### src/rtl/pcicfg_pkg.sv
package pcicfg_pkg;

   localparam int CFG_OFF_W  = 8;
   localparam int CFG_DATA_W = 8;

   // dword index (offset[7:2]) of each implemented register group
   typedef enum logic [5:0] {
      DW_IDENT  = 6'h00,
      DW_CMD    = 6'h01,
      DW_HDR    = 6'h03,
      DW_MEMWIN = 6'h04,
      DW_IOWIN  = 6'h05,
      DW_ROMWIN = 6'h0C
   } cfg_dword_e;

   // byte lanes of a register that stay writable when the window is 2**low_bit in size
   function automatic logic [7:0] lane_keep(input int unsigned lane, input int unsigned low_bit);
      logic [7:0] k;
      for (int b = 0; b < 8; b++) begin
         k[b] = ((lane * 8 + b) >= low_bit);
      end
      return k;
   endfunction

endpackage

### src/rtl/pcicfg_bar_lanes.sv
module pcicfg_bar_lanes #(
   parameter int unsigned         BYTES = 4,
   parameter logic [8*BYTES-1:0]  KEEP  = '1,
   parameter logic [8*BYTES-1:0]  HARD  = '0,
   localparam int unsigned        VW    = 8 * BYTES
) (
   input  logic          clk,
   input  logic          rst_n,
   input  logic          wr_en,
   input  logic [1:0]    lane,
   input  logic [7:0]    wdata,
   output logic [VW-1:0] value
);

   initial begin
      if (BYTES < 1 || BYTES > 4) $error("pcicfg_bar_lanes: BYTES must be 1..4");
      if ((KEEP & HARD) != '0) $error("pcicfg_bar_lanes: KEEP and HARD overlap");
   end

   logic [VW-1:0] stored;

   for (genvar g = 0; g < BYTES; g++) begin : g_lane
      localparam logic [7:0] LANE_KEEP = KEEP[8*g +: 8];
      always_ff @(posedge clk or negedge rst_n) begin
         if (!rst_n) begin
            stored[8*g +: 8] <= '0;
         end else if (wr_en && (lane == 2'(g))) begin
            stored[8*g +: 8] <= wdata & LANE_KEEP;
         end
      end
   end

   assign value = (stored & KEEP) | HARD;

   AST_LANE_OUTSIDE_IGNORED: assert property (@(posedge clk) disable iff (!rst_n)
      (wr_en && ({30'd0, lane} >= BYTES)) |=> $stable(value));

endmodule

### src/rtl/pcicfg_regs.sv
module pcicfg_regs
   import pcicfg_pkg::*;
#(
   parameter int unsigned FUNC_W      = 3,
   parameter int unsigned MEM_LOG2    = 12,
   parameter int unsigned IO_LOG2     = 6,
   parameter int unsigned ROM_LOG2    = 15,
   parameter logic [15:0] VENDOR_ID   = 16'h1D0F,
   parameter logic [15:0] DEVICE_ID   = 16'h7A21,
   parameter logic [7:0]  HEADER_TYPE = 8'h00
) (
   input  logic                  clk,
   input  logic                  rst_n,
   input  logic [FUNC_W-1:0]     cfg_func,
   input  logic [CFG_OFF_W-1:0]  cfg_off,
   input  logic                  cfg_we,
   input  logic [CFG_DATA_W-1:0] cfg_wdata,
   output logic [CFG_DATA_W-1:0] cfg_rdata,
   output logic                  cmd_io,
   output logic                  cmd_mem,
   output logic [31:0]           mem_base,
   output logic [15:0]           io_base,
   output logic [31:0]           rom_base,
   output logic                  rom_en
);

   localparam logic [31:0] MEM_KEEP = {lane_keep(3, MEM_LOG2), lane_keep(2, MEM_LOG2),
                                       lane_keep(1, MEM_LOG2), lane_keep(0, MEM_LOG2)};
   localparam logic [15:0] IO_KEEP  = {lane_keep(1, IO_LOG2), lane_keep(0, IO_LOG2)};
   localparam logic [15:0] IO_HARD  = 16'h0001;
   localparam logic [31:0] ROM_KEEP = {lane_keep(3, ROM_LOG2), lane_keep(2, ROM_LOG2),
                                       lane_keep(1, ROM_LOG2), lane_keep(0, ROM_LOG2)} | 32'h1;

   logic       own_fn;
   logic       wr_any;
   logic [5:0] dw;
   logic [1:0] lane;
   logic [1:0] cmd_q;
   logic [31:0] mem_v;
   logic [15:0] io_v;
   logic [31:0] rom_v;
   logic [31:0] rd_word;

   assign own_fn = (cfg_func == '0);
   assign wr_any = cfg_we && own_fn;
   assign dw     = cfg_off[7:2];
   assign lane   = cfg_off[1:0];

   // command register: decode enables only
   always_ff @(posedge clk or negedge rst_n) begin
      if (!rst_n) begin
         cmd_q <= '0;
      end else if (wr_any && (dw == DW_CMD) && (lane == 2'd0)) begin
         cmd_q <= cfg_wdata[1:0];
      end
   end

   pcicfg_bar_lanes #(.BYTES(4), .KEEP(MEM_KEEP), .HARD(32'h0)) i_mem_lanes (
      .clk   (clk),
      .rst_n (rst_n),
      .wr_en (wr_any && (dw == DW_MEMWIN)),
      .lane  (lane),
      .wdata (cfg_wdata),
      .value (mem_v)
   );

   pcicfg_bar_lanes #(.BYTES(2), .KEEP(IO_KEEP), .HARD(IO_HARD)) i_io_lanes (
      .clk   (clk),
      .rst_n (rst_n),
      .wr_en (wr_any && (dw == DW_IOWIN)),
      .lane  (lane),
      .wdata (cfg_wdata),
      .value (io_v)
   );

   pcicfg_bar_lanes #(.BYTES(4), .KEEP(ROM_KEEP), .HARD(32'h0)) i_rom_lanes (
      .clk   (clk),
      .rst_n (rst_n),
      .wr_en (wr_any && (dw == DW_ROMWIN)),
      .lane  (lane),
      .wdata (cfg_wdata),
      .value (rom_v)
   );

   always_comb begin
      unique case (dw)
         DW_IDENT:  rd_word = {DEVICE_ID, VENDOR_ID};
         DW_CMD:    rd_word = {30'd0, cmd_q};
         DW_HDR:    rd_word = {8'h00, HEADER_TYPE, 16'h0000};
         DW_MEMWIN: rd_word = mem_v;
         DW_IOWIN:  rd_word = {16'h0000, io_v};
         DW_ROMWIN: rd_word = rom_v;
         default:   rd_word = '0;
      endcase
   end

   assign cfg_rdata = own_fn ? rd_word[8*lane +: 8] : 8'hFF;

   assign cmd_io   = cmd_q[0];
   assign cmd_mem  = cmd_q[1];
   assign mem_base = mem_v;
   assign io_base  = io_v;
   assign rom_base = {rom_v[31:1], 1'b0};
   assign rom_en   = rom_v[0];

   AST_FOREIGN_FUNC_IGNORED: assert property (@(posedge clk) disable iff (!rst_n)
      (cfg_we && (cfg_func != '0)) |=> ($stable(cmd_q) && $stable(mem_v) && $stable(io_v) && $stable(rom_v)));

   AST_CMD_CAPTURE: assert property (@(posedge clk) disable iff (!rst_n)
      (cfg_we && (cfg_func == '0) && (cfg_off == 8'h04)) |=> ({cmd_mem, cmd_io} == $past(cfg_wdata[1:0])));

   AST_MEM_ALIGNED: assert property (@(posedge clk) disable iff (!rst_n)
      (mem_base & ~MEM_KEEP) == 32'h0);

endmodule

### src/rtl/pcicfg_window.sv
module pcicfg_window #(
   parameter int unsigned AW            = 32,
   parameter int unsigned SIZE_LOG2     = 12,
   parameter bit          NONZERO_GUARD = 1'b0
) (
   input  logic [AW-1:0] addr,
   input  logic [AW-1:0] base,
   input  logic          enable,
   output logic          hit
);

   initial begin
      if (SIZE_LOG2 >= AW) $error("pcicfg_window: window wider than address");
   end

   localparam logic [AW-1:0] HI_MASK = ~((AW'(1) << SIZE_LOG2) - AW'(1));

   logic match;
   assign match = ((addr & HI_MASK) == (base & HI_MASK));

   if (NONZERO_GUARD) begin : g_guarded
      assign hit = enable && match && ((base & HI_MASK) != '0);
   end else begin : g_plain
      assign hit = enable && match;
   end

endmodule

### src/rtl/pcicfg_space.sv
module pcicfg_space #(
   parameter int unsigned FUNC_W      = 3,
   parameter int unsigned MEM_LOG2    = 12,
   parameter int unsigned IO_LOG2     = 6,
   parameter int unsigned ROM_LOG2    = 15,
   parameter logic [15:0] VENDOR_ID   = 16'h1D0F,
   parameter logic [15:0] DEVICE_ID   = 16'h7A21,
   parameter logic [7:0]  HEADER_TYPE = 8'h00
) (
   input  logic              clk,
   input  logic              rst_n,
   input  logic [FUNC_W-1:0] cfg_func,
   input  logic [7:0]        cfg_off,
   input  logic              cfg_we,
   input  logic [7:0]        cfg_wdata,
   output logic [7:0]        cfg_rdata,
   input  logic [31:0]       mem_addr,
   input  logic [15:0]       io_addr,
   output logic              mem_hit,
   output logic              io_hit,
   output logic              rom_hit
);

   initial begin
      if (FUNC_W < 1) $error("pcicfg_space: FUNC_W must be at least 1");
      if (MEM_LOG2 < 4 || MEM_LOG2 > 31) $error("pcicfg_space: MEM_LOG2 out of range 4..31");
      if (IO_LOG2 < 2 || IO_LOG2 > 15) $error("pcicfg_space: IO_LOG2 out of range 2..15");
      if (ROM_LOG2 < 11 || ROM_LOG2 > 31) $error("pcicfg_space: ROM_LOG2 out of range 11..31");
   end

   logic        cmd_io;
   logic        cmd_mem;
   logic        rom_en;
   logic [31:0] mem_base;
   logic [15:0] io_base;
   logic [31:0] rom_base;

   pcicfg_regs #(
      .FUNC_W      (FUNC_W),
      .MEM_LOG2    (MEM_LOG2),
      .IO_LOG2     (IO_LOG2),
      .ROM_LOG2    (ROM_LOG2),
      .VENDOR_ID   (VENDOR_ID),
      .DEVICE_ID   (DEVICE_ID),
      .HEADER_TYPE (HEADER_TYPE)
   ) i_regs (
      .clk       (clk),
      .rst_n     (rst_n),
      .cfg_func  (cfg_func),
      .cfg_off   (cfg_off),
      .cfg_we    (cfg_we),
      .cfg_wdata (cfg_wdata),
      .cfg_rdata (cfg_rdata),
      .cmd_io    (cmd_io),
      .cmd_mem   (cmd_mem),
      .mem_base  (mem_base),
      .io_base   (io_base),
      .rom_base  (rom_base),
      .rom_en    (rom_en)
   );

   pcicfg_window #(.AW(32), .SIZE_LOG2(MEM_LOG2), .NONZERO_GUARD(1'b0)) i_mem_win (
      .addr   (mem_addr),
      .base   (mem_base),
      .enable (cmd_mem),
      .hit    (mem_hit)
   );

   pcicfg_window #(.AW(16), .SIZE_LOG2(IO_LOG2), .NONZERO_GUARD(1'b1)) i_io_win (
      .addr   (io_addr),
      .base   (io_base),
      .enable (cmd_io),
      .hit    (io_hit)
   );

   pcicfg_window #(.AW(32), .SIZE_LOG2(ROM_LOG2), .NONZERO_GUARD(1'b0)) i_rom_win (
      .addr   (mem_addr),
      .base   (rom_base),
      .enable (cmd_mem && rom_en),
      .hit    (rom_hit)
   );

   AST_IO_HIT_GATED: assert property (@(posedge clk) disable iff (!rst_n)
      io_hit |-> (cmd_io && ((io_base >> IO_LOG2) != 16'h0)));

   AST_MEM_HIT_GATED: assert property (@(posedge clk) disable iff (!rst_n)
      mem_hit |-> cmd_mem);

   AST_ROM_HIT_GATED: assert property (@(posedge clk) disable iff (!rst_n)
      rom_hit |-> (cmd_mem && rom_en));

endmodule

### config.mk
export PLATFORM = sky130hd
export DESIGN_NAME = pcicfg_space
export DESIGN_NICKNAME = d
export VERILOG_FILES = /design/src/rtl/pcicfg_pkg.sv /design/src/rtl/pcicfg_bar_lanes.sv /design/src/rtl/pcicfg_regs.sv /design/src/rtl/pcicfg_window.sv /design/src/rtl/pcicfg_space.sv
export SDC_FILE = /design/constraint.sdc
export NUM_CORES = 1
export LEC_CHECK = 0
export BUFFER_PORTS_ARGS = -buffer_cell sky130_fd_sc_hd__buf_2
export CELL_PAD_IN_SITES_DETAIL_PLACEMENT = 1
export CELL_PAD_IN_SITES_GLOBAL_PLACEMENT = 1
export CORE_MARGIN = 4
export CORE_UTILIZATION = 45
export DETAILED_ROUTE_END_ITERATION = 12
export PLACE_DENSITY_LB_ADDON = 0.1
export SETUP_SLACK_MARGIN = 0.4
export SLEW_MARGIN = 0
export SYNTH_ARGS = -nofsm -noshare
export SYNTH_HDL_FRONTEND = slang
export SYNTH_SLANG_ARGS = --single-unit
### constraint.sdc
create_clock -name clk -period 3 [get_ports clk]
set_clock_uncertainty 0.2 [all_clocks]
set_input_delay 0.15 -clock clk [delete_from_list [all_inputs] [get_ports clk]]
set_output_delay 0.15 -clock clk [all_outputs]
set_load 0.05 [all_outputs]
==> flow_metrics.env <==
export IMPL_ys_top_cells_by_area="sky130_fd_sc_hd__dfrtp_1 38%, sky130_fd_sc_hd__xnor2_1 7.9%, sky130_fd_sc_hd__mux2_2 7.5%"
export IMPL_path_clk_slew_ns=0.10
export IMPL_initial_antenna_violation_count=0
export IMPL_largest_net_degree_at_the_start_of_global_routing=28
export IMPL_gp_congestion=0.832
export IMPL_tritoncts="yes"
export IMPL_global_route_usage_over_all_layers_pct=24.2
export IMPL_die_area_mm2=0.00879
export IMPL_final_area_mm2=0.00392
export IMPL_yosysTopAreaCellShare_pct=37.8
export IMPL_finalNetCount=427
export IMPL_area_post_placement_mm2=0.00375
export IMPL_die_span_y_um=93.8
export IMPL_critical_path_max_fanout=3
export IMPL_path_depth=5
export IMPL_netlist_area_mm2=0.00331
export IMPL_yosys_mux_area_fraction_pct=19.0
export IMPL_grt_first_pass_wirelength_um=16100
export IMPL_core_area_mm2=0.00698
export IMPL_compound_gate_portion_of_the_synthesized_area_pct=12.2
export IMPL_num_rows=30
export IMPL_vias_post_dr=2680
export IMPL_via_count_of_the_first_global_routing_pass=2860
export IMPL_drive_gt1_share_pct=38.3
export IMPL_cts_buffer_depth=2
export IMPL_post_synth_fa_ha_maj_area_fraction_pct=0
export IMPL_critical_path_start="i_regs.i_mem_lanes.value[28]$_DFFE_PN0P_"
export IMPL_status="finished, final reports clean"
export IMPL_htree_num_levels=2
export IMPL_vdd_ir_drop_worst_mv=0.287
export IMPL_start_util_pct=47.4
export IMPL_timing_critical_path_to="mem_hit"
export IMPL_rr_endpoint="i_regs.i_mem_lanes.value[29]$_DFFE_PN0P_"
export IMPL_numPlacedInstances=440
export IMPL_grt_setup_unrepaired="no"
export IMPL_slew_headroom_pct=60.4
export IMPL_totalPowerFinal_mw=1.35
export IMPL_antennaDiodeCount=0
export IMPL_timing_worst_setup_path_type="reg -> out"
export IMPL_post_synth_edffs=0
export IMPL_max_cap_violations=0
export IMPL_synthesis_instances=285
export IMPL_final_hold_viol_count=0
export IMPL_synth_xor_area_share_pct=12.4
export IMPL_grt_ovfl_total=0
export IMPL_critPathMaxStageDelay_ns=0.45
export IMPL_critPathRequiredTime_ns=2.65
export IMPL_hold_path_class="in -> reg"
export IMPL_path_cells="xor2_1 > nor4_2 > nand4_1 > nor4_2 > buf_2"
export IMPL_path_common_cell="sky130_fd_sc_hd__nor4_2"
export IMPL_synth_seq_cells=50
export IMPL_worstHoldPathCells=2
export IMPL_synth_async_reset_ratio_pct=100
export IMPL_power_density_mw_per_mm2=345
export IMPL_synth_commonest_cells="50 x sky130_fd_sc_hd__dfrtp_1, 30 x sky130_fd_sc_hd__xnor2_1, 22 x sky130_fd_sc_hd__mux2_2"
export IMPL_max_freq_ghz=0.402
export IMPL_synth_largest_area_cell="sky130_fd_sc_hd__dfrtp_1"
export IMPL_io_pin_count=81
export IMPL_synthDistinctLibCells=61
export IMPL_initial_drc_count=146
export IMPL_critical_path_startpoint_type="register"
export IMPL_period_share_pct=82.8
export IMPL_post_drt_via_cell_ratio=5.90
export IMPL_count_of_synthesis_stage_warnings_from_yosys=0
export IMPL_routed_length_per_placed_instance_um=22.5
export IMPL_timing_final_crit_period_ns=2.49
export IMPL_fin_tns_setup_ns=0
export IMPL_end_kind="output port"
export IMPL_final_non_filler_cell_total=454
export IMPL_worst_path_dominant_cell_family="simple AND/OR/NAND/NOR gates"
export IMPL_crit_reg2reg_launch="i_regs.i_mem_lanes.value[29]$_DFFE_PN0P_"
export IMPL_final_max_slew_violation_count=0
export IMPL_post_synth_top_count_cell="sky130_fd_sc_hd__dfrtp_1"
export IMPL_syn_num_nets=355
export IMPL_root_buffer="sky130_fd_sc_hd__clkbuf_8"
export IMPL_worst_skew_pair_late_latency_ns=0.30
export IMPL_worstPathArrival_ns=2.14
export IMPL_number_of_cts_inserted_buffers=5
export IMPL_synth_top_flop_cell="sky130_fd_sc_hd__dfrtp_1"
export IMPL_placement_io_buffers=62
export IMPL_post_synth_and_or_nand_nor_area_fraction_pct=16.6
export IMPL_sequential_element_share_of_the_synthesized_area_pct=37.8
export IMPL_finalCoreUtilization_pct=56.2
export IMPL_final_antenna_net_count=0
export IMPL_drc=0
export IMPL_avgSynthCellArea_um2=11.6
export IMPL_detailedPlacementHpwl_um=7970
export IMPL_setup_reg_to_reg_worst_slack_ns=1.94
export IMPL_clkSinkCount=50
export IMPL_fill_cells=799
export IMPL_wirelength_um=10200
export IMPL_worst_r2r_cell_count=1
export IMPL_syn2layout_area_growth_pct=18.5
export IMPL_post_cts_setup_buffer_count=0
export IMPL_final_count_of_negative_setup_slack_endpoints=0
export IMPL_tightestPinTransition_ns=0.593
export IMPL_chipWidth_um=93.8
export IMPL_cp_num_buf_inv=1
export IMPL_cpMaxStageDelayCell="sky130_fd_sc_hd__nor4_2"
export IMPL_synth_top_family_by_area="multiplexers"
export IMPL_detail_route_first_pass_iterations=4
export IMPL_total_leakage_power_nw=1.84
## worst min-delay path by stage
stage	start	end	slack, ns
floorplan	rst_n	i_regs.cmd_q[0]$_DFFE_PN0P_	-0.35
global placement	rst_n	i_regs.i_io_lanes.value[11]$_DFFE_PN0P_	-0.03
detailed placement	rst_n	i_regs.i_io_lanes.value[9]$_DFFE_PN0P_	-0.03
CTS	cfg_wdata[7]	i_regs.i_mem_lanes.value[31]$_DFFE_PN0P_	0.006
global route	cfg_wdata[4]	i_regs.i_mem_lanes.value[28]$_DFFE_PN0P_	0.006
finish	cfg_wdata[4]	i_regs.i_mem_lanes.value[28]$_DFFE_PN0P_	0.0009
## cell type report
| cell class | instances | area (um2) | area share [%] |
|---|---|---|---|
| Multi-Input combinational cell | 223 | 2020 | 51.5 |
| Sequential cell | 50 | 1250 | 31.9 |
| Timing Repair Buffer | 74 | 415 | 10.6 |
| Tap cell | 96 | 120 | 3.06 |
| Clock buffer | 7 | 96.3 | 2.46 |
| Inverter | 3 | 11.3 | 0.287 |
| Clock inverter | 1 | 8.76 | 0.223 |
## what timing repair did
action                                  4_1_cts  5_1_grt
endpoints found under the setup margin        1        0
hold buffers                                  6        0
hold endpoints to repair                     40        0
resized for setup                             1        0
## per-stage QoR
stage	setup WS, ns	hold WS (ns)
floorplan	0.408	-0.346
global placement	0.658	-0.0284
detailed placement	0.661	-0.0270
CTS	0.496	0.00627
global route	0.425	0.00584
finish	0.515	0.000871
## sequential cells by signal, indices dropped and copies added (netlist names)
| name | flops |
|---|---|
| i_regs.cmd_q | 2 |
| i_regs.i_io_lanes.value | 10 |
| i_regs.i_mem_lanes.value | 20 |
| i_regs.i_rom_lanes.value | 18 |
## cells by family (layout without fill, tap and decap cells)
family                 after synthesis  count (layout)
XOR/XNOR                            47              47
buffers and inverters               12              85
AND/OR/NAND/NOR                     78              78
flip-flops                          50              50
multiplexers                        52              52
AO/OA/AOI/OAI                       46              46
## where the power goes
| group | total, mW | switching, mW | internal, mW |
|---|---|---|---|
| Sequential | 0.685 | 0.00628 | 0.679 |
| Combinational | 0.224 | 0.140 | 0.0844 |
| Clock | 0.444 | 0.232 | 0.212 |
| Total | 1.35 | 0.378 | 0.975 |
## cell usage in the layout, fill, tap and decap left out, drive strengths merged, types with 4 or more instances in the layout
cell and count:
a221oi 8, a22oi 4, a31oi 4, and2 5
and3 7, buf 68, clkbuf 7, dfrtp 50
dlygate4sd3 6, mux2 50, nand2 14, nand3 11
nand4 8, nor2 6, nor3 5, nor4 10
o311ai 4, or3 4, xnor2 30, xor2 17
## routing by layer
metal,global-route usage (%),vias up,wire length (um)
met4,7.46,0,234
met3,3.53,15,553
li1,-,1225,-
met1,34.1,1352,4640
met2,38.4,88,4810
met5,0,-,0
Power figures use the tool's default switching activity.
